--- config.mk ---
export PLATFORM = sky130hd
export DESIGN_NAME = msr_write_ctrl
export DESIGN_NICKNAME = d
export VERILOG_FILES = /design/src/rtl/msrc_pkg.sv /design/src/rtl/msrc_filter.sv /design/src/rtl/msrc_bank.sv /design/src/rtl/msrc_power.sv /design/src/rtl/msr_write_ctrl.sv
export SDC_FILE = /design/constraint.sdc
export NUM_CORES = 1
export LEC_CHECK = 0
export ABC_AREA = 1
export BUFFER_PORTS_ARGS = -buffer_cell sky130_fd_sc_hd__buf_2
export CAP_MARGIN = 20
export CELL_PAD_IN_SITES_DETAIL_PLACEMENT = 0
export CELL_PAD_IN_SITES_GLOBAL_PLACEMENT = 1
export CORE_UTILIZATION = 47
export DETAILED_ROUTE_END_ITERATION = 6
export GPL_TIMING_DRIVEN = 0
export PLACE_DENSITY = 0.88
export SLEW_MARGIN = 20
export SYNTH_ARGS = -nofsm -noshare
export SYNTH_HDL_FRONTEND = slang
export SYNTH_SLANG_ARGS = --single-unit
--- constraint.sdc ---
create_clock -name clk -period 12.28 [get_ports clk]
set_input_delay 2.456 -clock clk [delete_from_list [all_inputs] [get_ports clk]]
set_output_delay 2.456 -clock clk [all_outputs]
set_load 0.01 [all_outputs]
--- src/rtl/msrc_pkg.sv ---
`timescale 1ns/1ps
package msrc_pkg;
  localparam int MSR_W  = 32;
  localparam int B_HV   = 28;
  localparam int B_GS   = 27;
  localparam int B_POW  = 18;
  localparam int B_SHS  = 17;
  localparam int B_EE   = 15;
  localparam int B_PR   = 14;
  localparam int B_EP   = 6;
  localparam int B_IR   = 5;
  localparam int B_DR   = 4;
  localparam logic [MSR_W-1:0] FORCE_USER =
    (32'd1 << B_EE) | (32'd1 << B_IR) | (32'd1 << B_DR);
  localparam logic [MSR_W-1:0] PREFIX_HI = 32'hFFF0_0000;

  typedef struct packed {
    logic flush;
    logic swap;
    logic ep_chg;
  } msr_evt_t;
endpackage

--- src/rtl/msrc_filter.sv ---
`timescale 1ns/1ps
module msrc_filter
  import msrc_pkg::*;
#(
  parameter logic [MSR_W-1:0] WMASK = 32'h1806_C071,
  parameter bit EMB_MMU   = 1'b0,
  parameter bit SERVER64  = 1'b1,
  parameter bit SHADOW_EN = 1'b1
) (
  input  logic [MSR_W-1:0] cur_msr,
  input  logic [MSR_W-1:0] wr_data,
  input  logic             alter_hv,
  output logic [MSR_W-1:0] nxt_msr,
  output msr_evt_t         evt
);
  logic [MSR_W-1:0] masked;
  logic [MSR_W-1:0] held;
  logic             hv_free;

  always_comb begin
    masked  = wr_data & WMASK;
    hv_free = alter_hv && cur_msr[B_HV];
    held    = masked;
    if (!hv_free) held[B_HV] = cur_msr[B_HV];

    evt.flush = (held[B_IR] ^ cur_msr[B_IR]) | (held[B_DR] ^ cur_msr[B_DR]);
    if (EMB_MMU) evt.flush = evt.flush | (held[B_GS] ^ cur_msr[B_GS]);
    evt.swap   = SHADOW_EN && (held[B_SHS] ^ cur_msr[B_SHS]);
    evt.ep_chg = held[B_EP] ^ cur_msr[B_EP];

    nxt_msr = held;
    if (SERVER64 && held[B_PR]) nxt_msr = held | FORCE_USER;
  end
endmodule

--- src/rtl/msrc_bank.sv ---
`timescale 1ns/1ps
module msrc_bank #(
  parameter int NREG = 4,
  parameter int W    = 32,
  localparam int AW  = (NREG > 1) ? $clog2(NREG) : 1
) (
  input  logic          clk,
  input  logic          rst,
  input  logic          swap_i,
  input  logic          we_i,
  input  logic [AW-1:0] waddr_i,
  input  logic [W-1:0]  wdata_i,
  input  logic [AW-1:0] raddr_i,
  output logic [W-1:0]  gpr_o,
  output logic [W-1:0]  shd_o
);
  logic [W-1:0] gpr_q [NREG];
  logic [W-1:0] shd_q [NREG];

  for (genvar i = 0; i < NREG; i++) begin : g_slot
    always_ff @(posedge clk) begin
      if (rst) begin
        gpr_q[i] <= '0;
        shd_q[i] <= '0;
      end else if (swap_i) begin
        gpr_q[i] <= shd_q[i];
        shd_q[i] <= gpr_q[i];
      end else if (we_i && (waddr_i == AW'(i))) begin
        gpr_q[i] <= wdata_i;
      end
    end
  end

  assign gpr_o = gpr_q[raddr_i];
  assign shd_o = shd_q[raddr_i];


  swap_moves_chk: assert property (@(posedge clk) disable iff (rst)
    swap_i |=> (gpr_q[0] == $past(shd_q[0])) && (shd_q[0] == $past(gpr_q[0])));
endmodule

--- src/rtl/msrc_power.sv ---
`timescale 1ns/1ps
module msrc_power (
  input  logic clk,
  input  logic rst,
  input  logic wr_valid,
  input  logic pow_bit,
  input  logic irq_pending,
  input  logic pwr_allowed,
  output logic halt_o
);
  always_ff @(posedge clk) begin
    if (rst)           halt_o <= 1'b0;
    else if (wr_valid) halt_o <= pow_bit && !irq_pending && pwr_allowed;
    else if (irq_pending) halt_o <= 1'b0;
  end


  halt_src_chk: assert property (@(posedge clk) disable iff (rst)
    $rose(halt_o) |-> $past(wr_valid) && $past(pwr_allowed) && !$past(irq_pending));

  halt_irq_chk: assert property (@(posedge clk) disable iff (rst)
    (irq_pending && !wr_valid) |=> !halt_o);
endmodule

--- src/rtl/msr_write_ctrl.sv ---
`timescale 1ns/1ps
module msr_write_ctrl
  import msrc_pkg::*;
#(
  parameter logic [MSR_W-1:0] WMASK   = 32'h1806_C071,
  parameter logic [MSR_W-1:0] RST_MSR = 32'h1000_0000,
  parameter bit EMB_MMU   = 1'b0,
  parameter bit SERVER64  = 1'b1,
  parameter bit SHADOW_EN = 1'b1,
  parameter int NREG      = 4,
  localparam int AW       = (NREG > 1) ? $clog2(NREG) : 1
) (
  input  logic             clk,
  input  logic             rst,
  input  logic             wr_valid,
  input  logic [MSR_W-1:0] wr_data,
  input  logic             wr_alter_hv,
  input  logic             irq_pending,
  input  logic             pwr_allowed,
  input  logic             gpr_we,
  input  logic [AW-1:0]    gpr_waddr,
  input  logic [MSR_W-1:0] gpr_wdata,
  input  logic [AW-1:0]    gpr_raddr,
  output logic [MSR_W-1:0] gpr_rdata,
  output logic [MSR_W-1:0] shd_rdata,
  output logic [MSR_W-1:0] msr_q,
  output logic [MSR_W-1:0] vec_prefix,
  output logic             ctx_flush,
  output logic             halt_req
);
  localparam logic [MSR_W-1:0] LEGAL =
    WMASK | RST_MSR | (SERVER64 ? FORCE_USER : '0);

  logic [MSR_W-1:0] nxt_msr;
  msr_evt_t         evt;

  msrc_filter #(
    .WMASK(WMASK), .EMB_MMU(EMB_MMU), .SERVER64(SERVER64), .SHADOW_EN(SHADOW_EN)
  ) u_filter (
    .cur_msr(msr_q), .wr_data(wr_data), .alter_hv(wr_alter_hv),
    .nxt_msr(nxt_msr), .evt(evt)
  );

  always_ff @(posedge clk) begin
    if (rst) begin
      msr_q      <= RST_MSR;
      vec_prefix <= '0;
      ctx_flush  <= 1'b0;
    end else begin
      ctx_flush <= wr_valid && evt.flush;
      if (wr_valid) begin
        msr_q <= nxt_msr;
        if (evt.ep_chg) vec_prefix <= nxt_msr[B_EP] ? PREFIX_HI : '0;
      end
    end
  end

  msrc_bank #(.NREG(NREG), .W(MSR_W)) u_bank (
    .clk(clk), .rst(rst), .swap_i(wr_valid && evt.swap),
    .we_i(gpr_we), .waddr_i(gpr_waddr), .wdata_i(gpr_wdata),
    .raddr_i(gpr_raddr), .gpr_o(gpr_rdata), .shd_o(shd_rdata)
  );

  msrc_power u_power (
    .clk(clk), .rst(rst), .wr_valid(wr_valid), .pow_bit(nxt_msr[B_POW]),
    .irq_pending(irq_pending), .pwr_allowed(pwr_allowed), .halt_o(halt_req)
  );


  mask_clean_chk: assert property (@(posedge clk) disable iff (rst)
    wr_valid |=> (msr_q & ~LEGAL) == '0);

  hv_guard_chk: assert property (@(posedge clk) disable iff (rst)
    (wr_valid && !(wr_alter_hv && msr_q[B_HV])) |=> msr_q[B_HV] == $past(msr_q[B_HV]));

  flush_quiet_chk: assert property (@(posedge clk) disable iff (rst)
    !wr_valid |=> !ctx_flush && $stable(msr_q) && $stable(vec_prefix));

  prefix_legal_chk: assert property (@(posedge clk) disable iff (rst)
    (vec_prefix == '0) || (vec_prefix == PREFIX_HI));

  user_force_chk: assert property (@(posedge clk) disable iff (rst)
    (SERVER64 && wr_valid && wr_data[B_PR] && WMASK[B_PR])
      |=> msr_q[B_EE] && msr_q[B_IR] && msr_q[B_DR]);
endmodule

==> out/results.tsv <==
stage	metric	value	unit
run_status	outcome	completed	
floorplan	fp.dieArea	0.0292	mm²
setup_path	path_delay_family	buffers and inverters	
drt	wl_per_cell	21.2	µm
power_and_ir_drop	p_leak	7.09	nW
floorplan	die_x	171	µm
setup_path	worst-path-max-fanout	10	
yosys	yosys_warnings	0	
yosys	synth_compound_area_frac	0.0943	
timing	tightest_slew	0.830	ns
yosys	synth_xor_xnor_area_share	0	
setup_path	slowest_stage	clkbuf_1	
clock_network	postCtsSetupBuffers	0	
yosys	yosys-mux-area-fraction	0	
placement	post-place-ws	5.73	ns
yosys	ys_top_cells_by_count	nand2_1, edfxtp_1, nor2_1, inv_1, o21ai_0	
setup_path	cpPeakStageDelay	0.57	ns
yosys	yosys.area_share.simple	0.206	
global_routing	grtUsageTotal	0.303	
yosys	yosysSeqAreaShare	0.593	
drt	firstDrtPassIters	6	
yosys	synth_edf_count	256	
power_and_ir_drop	p_per_area	148	mW/mm²
layout	final_layout_size_suffix_gt1_frac	0.174	
timing	period_share	0.539	
drt	drt_iter0_drc	1739	
clock_network	cts_tree	built	
floorplan	ios	205	
floorplan	coreArea	0.0279	mm²
timing	maxSlewViolCount	0	
global_routing	grt_overflow_total	0	
timing	hold_violations	0	
placement	gp_congestion	0.865	
clock_network	cts_hold_buf	0	
timing	rsz0062_at_grt	false	
yosys	synth-main-ff-cell	edfxtp_1	
yosys	yosysMostFrequentCell	nand2_1	
worst_hold_path	hold_path.class	reg2reg	
yosys	synth_cell_types	22	
setup_path	critPathRequiredTime	9.82	ns
clock_network	cts.clk_slew.worst_paths	0.06	ns
global_routing	grt_pass1_vias	11300	
clock_network	cts_htree_levels	1	
yosys	syn_area	0.0134	mm²
timing	layout_setup_ws	5.66	ns
setup_path	critPathMostFrequentCell	buf_2	
setup_path	critPathLaunchType	input pin	
timing	slew_headroom	0.447	
drt	vias	11800	
placement	place.detailed.hpwl	30.0	mm
floorplan	initial_core_util	0.480	
yosys	synthAdderAreaFrac	0	
yosys	syn_inst	1469	
clock_network	cts-root-buf	clkbuf_16	
yosys	ys_ff_latch	269	
yosys	synth_area_leader_cell	edfxtp_1	
drt	antenna_left	0	
clock_network	cts_resized	0	
setup_path	crit_type	in2out	
layout	nNetsFinal	1768	
global_routing	antenna_found_initial	1	
yosys	synth_top_cell_area_share	0.573	
placement	io_buffer_count	140	
power_and_ir_drop	vdd_drop_max	0.134	mV
layout	area_growth	19.1	%
drt	finalWirelength	44.3	mm
drt	drc	0	
setup_path	cp.arrival	4.16	ns
timing	setup_viol	0	
yosys	synth_top_family_by_area	simple AND/OR/NAND/NOR gates	
drt	vias_per_cell	5.65	
clock_network	clk_latency	0.56	ns
global_routing	grt_max_degree	49	
floorplan	rows	61	
yosys	avgSynthCellArea	9.13	µm²
yosys	ys_top_cells_by_area	edfxtp_1, nand2_1, nand4_1	
clock_network	cts_inserted_buffers	30	
setup_path	cp_cell_sequence	buf_2 -> inv_1 -> buf_2 -> clkbuf_1 -> o21ai_0 -> o22ai_1 -> buf_2	
floorplan	die_h	171	µm
setup_path	crit_buf_inv	5	
timing	fin_skew	0.00803	ns
flow_run	max_cap_viol_count	0	
setup_path	endpoint_kind	primary output	
yosys	synth-async-reset-ratio	0	
global_routing	grt_pass1_wl	65.5	mm
timing	hold_slack	0.457	ns
timing	fin_tns_setup	0	ns
timing	min_period	6.62	ns
clock_network	clk_path_buf_depth	3	
timing	fmax	0.151	GHz
clock_network	cts_sinks	269	
==> registers in the layout, summed over array words and instances (netlist names) <==
| name | cells |
|---|---|
| msr_q | 10 |
| ctx_flush | 1 |
| vec_prefix | 1 |
| u_bank.gpr_q | 128 |
| u_power.halt_o | 1 |
| u_bank.shd_q | 128 |
==> routing by layer <==
| layer | GRT usage | share of wire | vias up | wire (µm) |
|---|---|---|---|---|
| met2 | 0.477 | 0.45 | 870 | 20100 |
| met5 | 0 | 0 | - | 0 |
| met1 | 0.408 | 0.38 | 5469 | 16800 |
| met4 | 0.139 | 0.039 | 0 | 1740 |
| li1 | - | - | 5353 | - |
| met3 | 0.0560 | 0.13 | 125 | 5630 |
==> final cells by class <==
cell class	count	area, µm²
Fill cell	2512	12000
Buffer	164	883
Sequential cell	269	7950
Timing Repair Buffer	151	913
Inverter	145	544
Clock buffer	33	783
Tap cell	378	473
Antenna cell	1	2.50
Multi-Input combinational cell	932	4220
Clock inverter	20	210
==> cells by family after synthesis <==
family | after synthesis
buffers and inverters | 309
flip-flops | 269
other | 1
AO/OA/AOI/OAI | 243
AND/OR/NAND/NOR | 647
==> worst paths after layout <==
path | endpoint | slack [ns] | startpoint | cells after the start
max | shd_rdata[31] | 5.66 | gpr_raddr[0] | 7
min | msr_q[28] | 0.46 | msr_q[28] | 2
max reg2reg | u_bank.gpr_q[3][29] | 9.32 | msr_q[17] | 10
min reg2reg | msr_q[28] | 0.46 | msr_q[28] | 2
==> cells in the final DEF (no fill, tap or decap) <==
master	n
bufinv_16	5
clkbuf_1	53
buf_2	186
buf_16	4
buf_6	2
conb_1	42
diode_2	1
inv_2	2
clkbuf_16	31
buf_1	11
o22ai_1	32
clkinv_1	13
o21ai_4	2
inv_1	142
nor2_1	206
a21oi_1	67
buf_12	1
nand3b_1	2
clkinv_2	3
nor2_2	1
edfxtp_1	256
dfxtp_1	13
o21ai_0	137
nand3_2	1
buf_8	4
buf_4	56
nand3_1	2
a31oi_1	3
nand2_4	1
nand4_1	128
a211oi_1	2
nand2_1	306
==> power breakdown <==
part	internal, mW	switching, mW	total, mW
sequential	1.08	0.0339	1.12
clock	0.557	0.371	0.927
combinational	0.0953	0.218	0.313
total	1.74	0.622	2.36
==> through the flow <==
step | cell area (µm²) | util | total power, mW | instances
final | 16000 | 0.572 | 2.36 | 2093
after global placement | 14700 | 0.528 | 1.43 | 2028
after global routing | 16000 | 0.572 | 2.43 | 2093
after CTS | 16000 | 0.572 | 2.35 | 2092
after floorplan | 13600 | - | 1.30 | 1510
after detailed placement | 15000 | 0.536 | 1.44 | 2039
==> tightest hold or removal path, cell delays in order, from the launching register on <==
cell and delay, ns:
dfxtp_1 0.32, nand2_1 0.06, nand2_1 0.05
No activity file was read; power rests on OpenSTA's default activity.
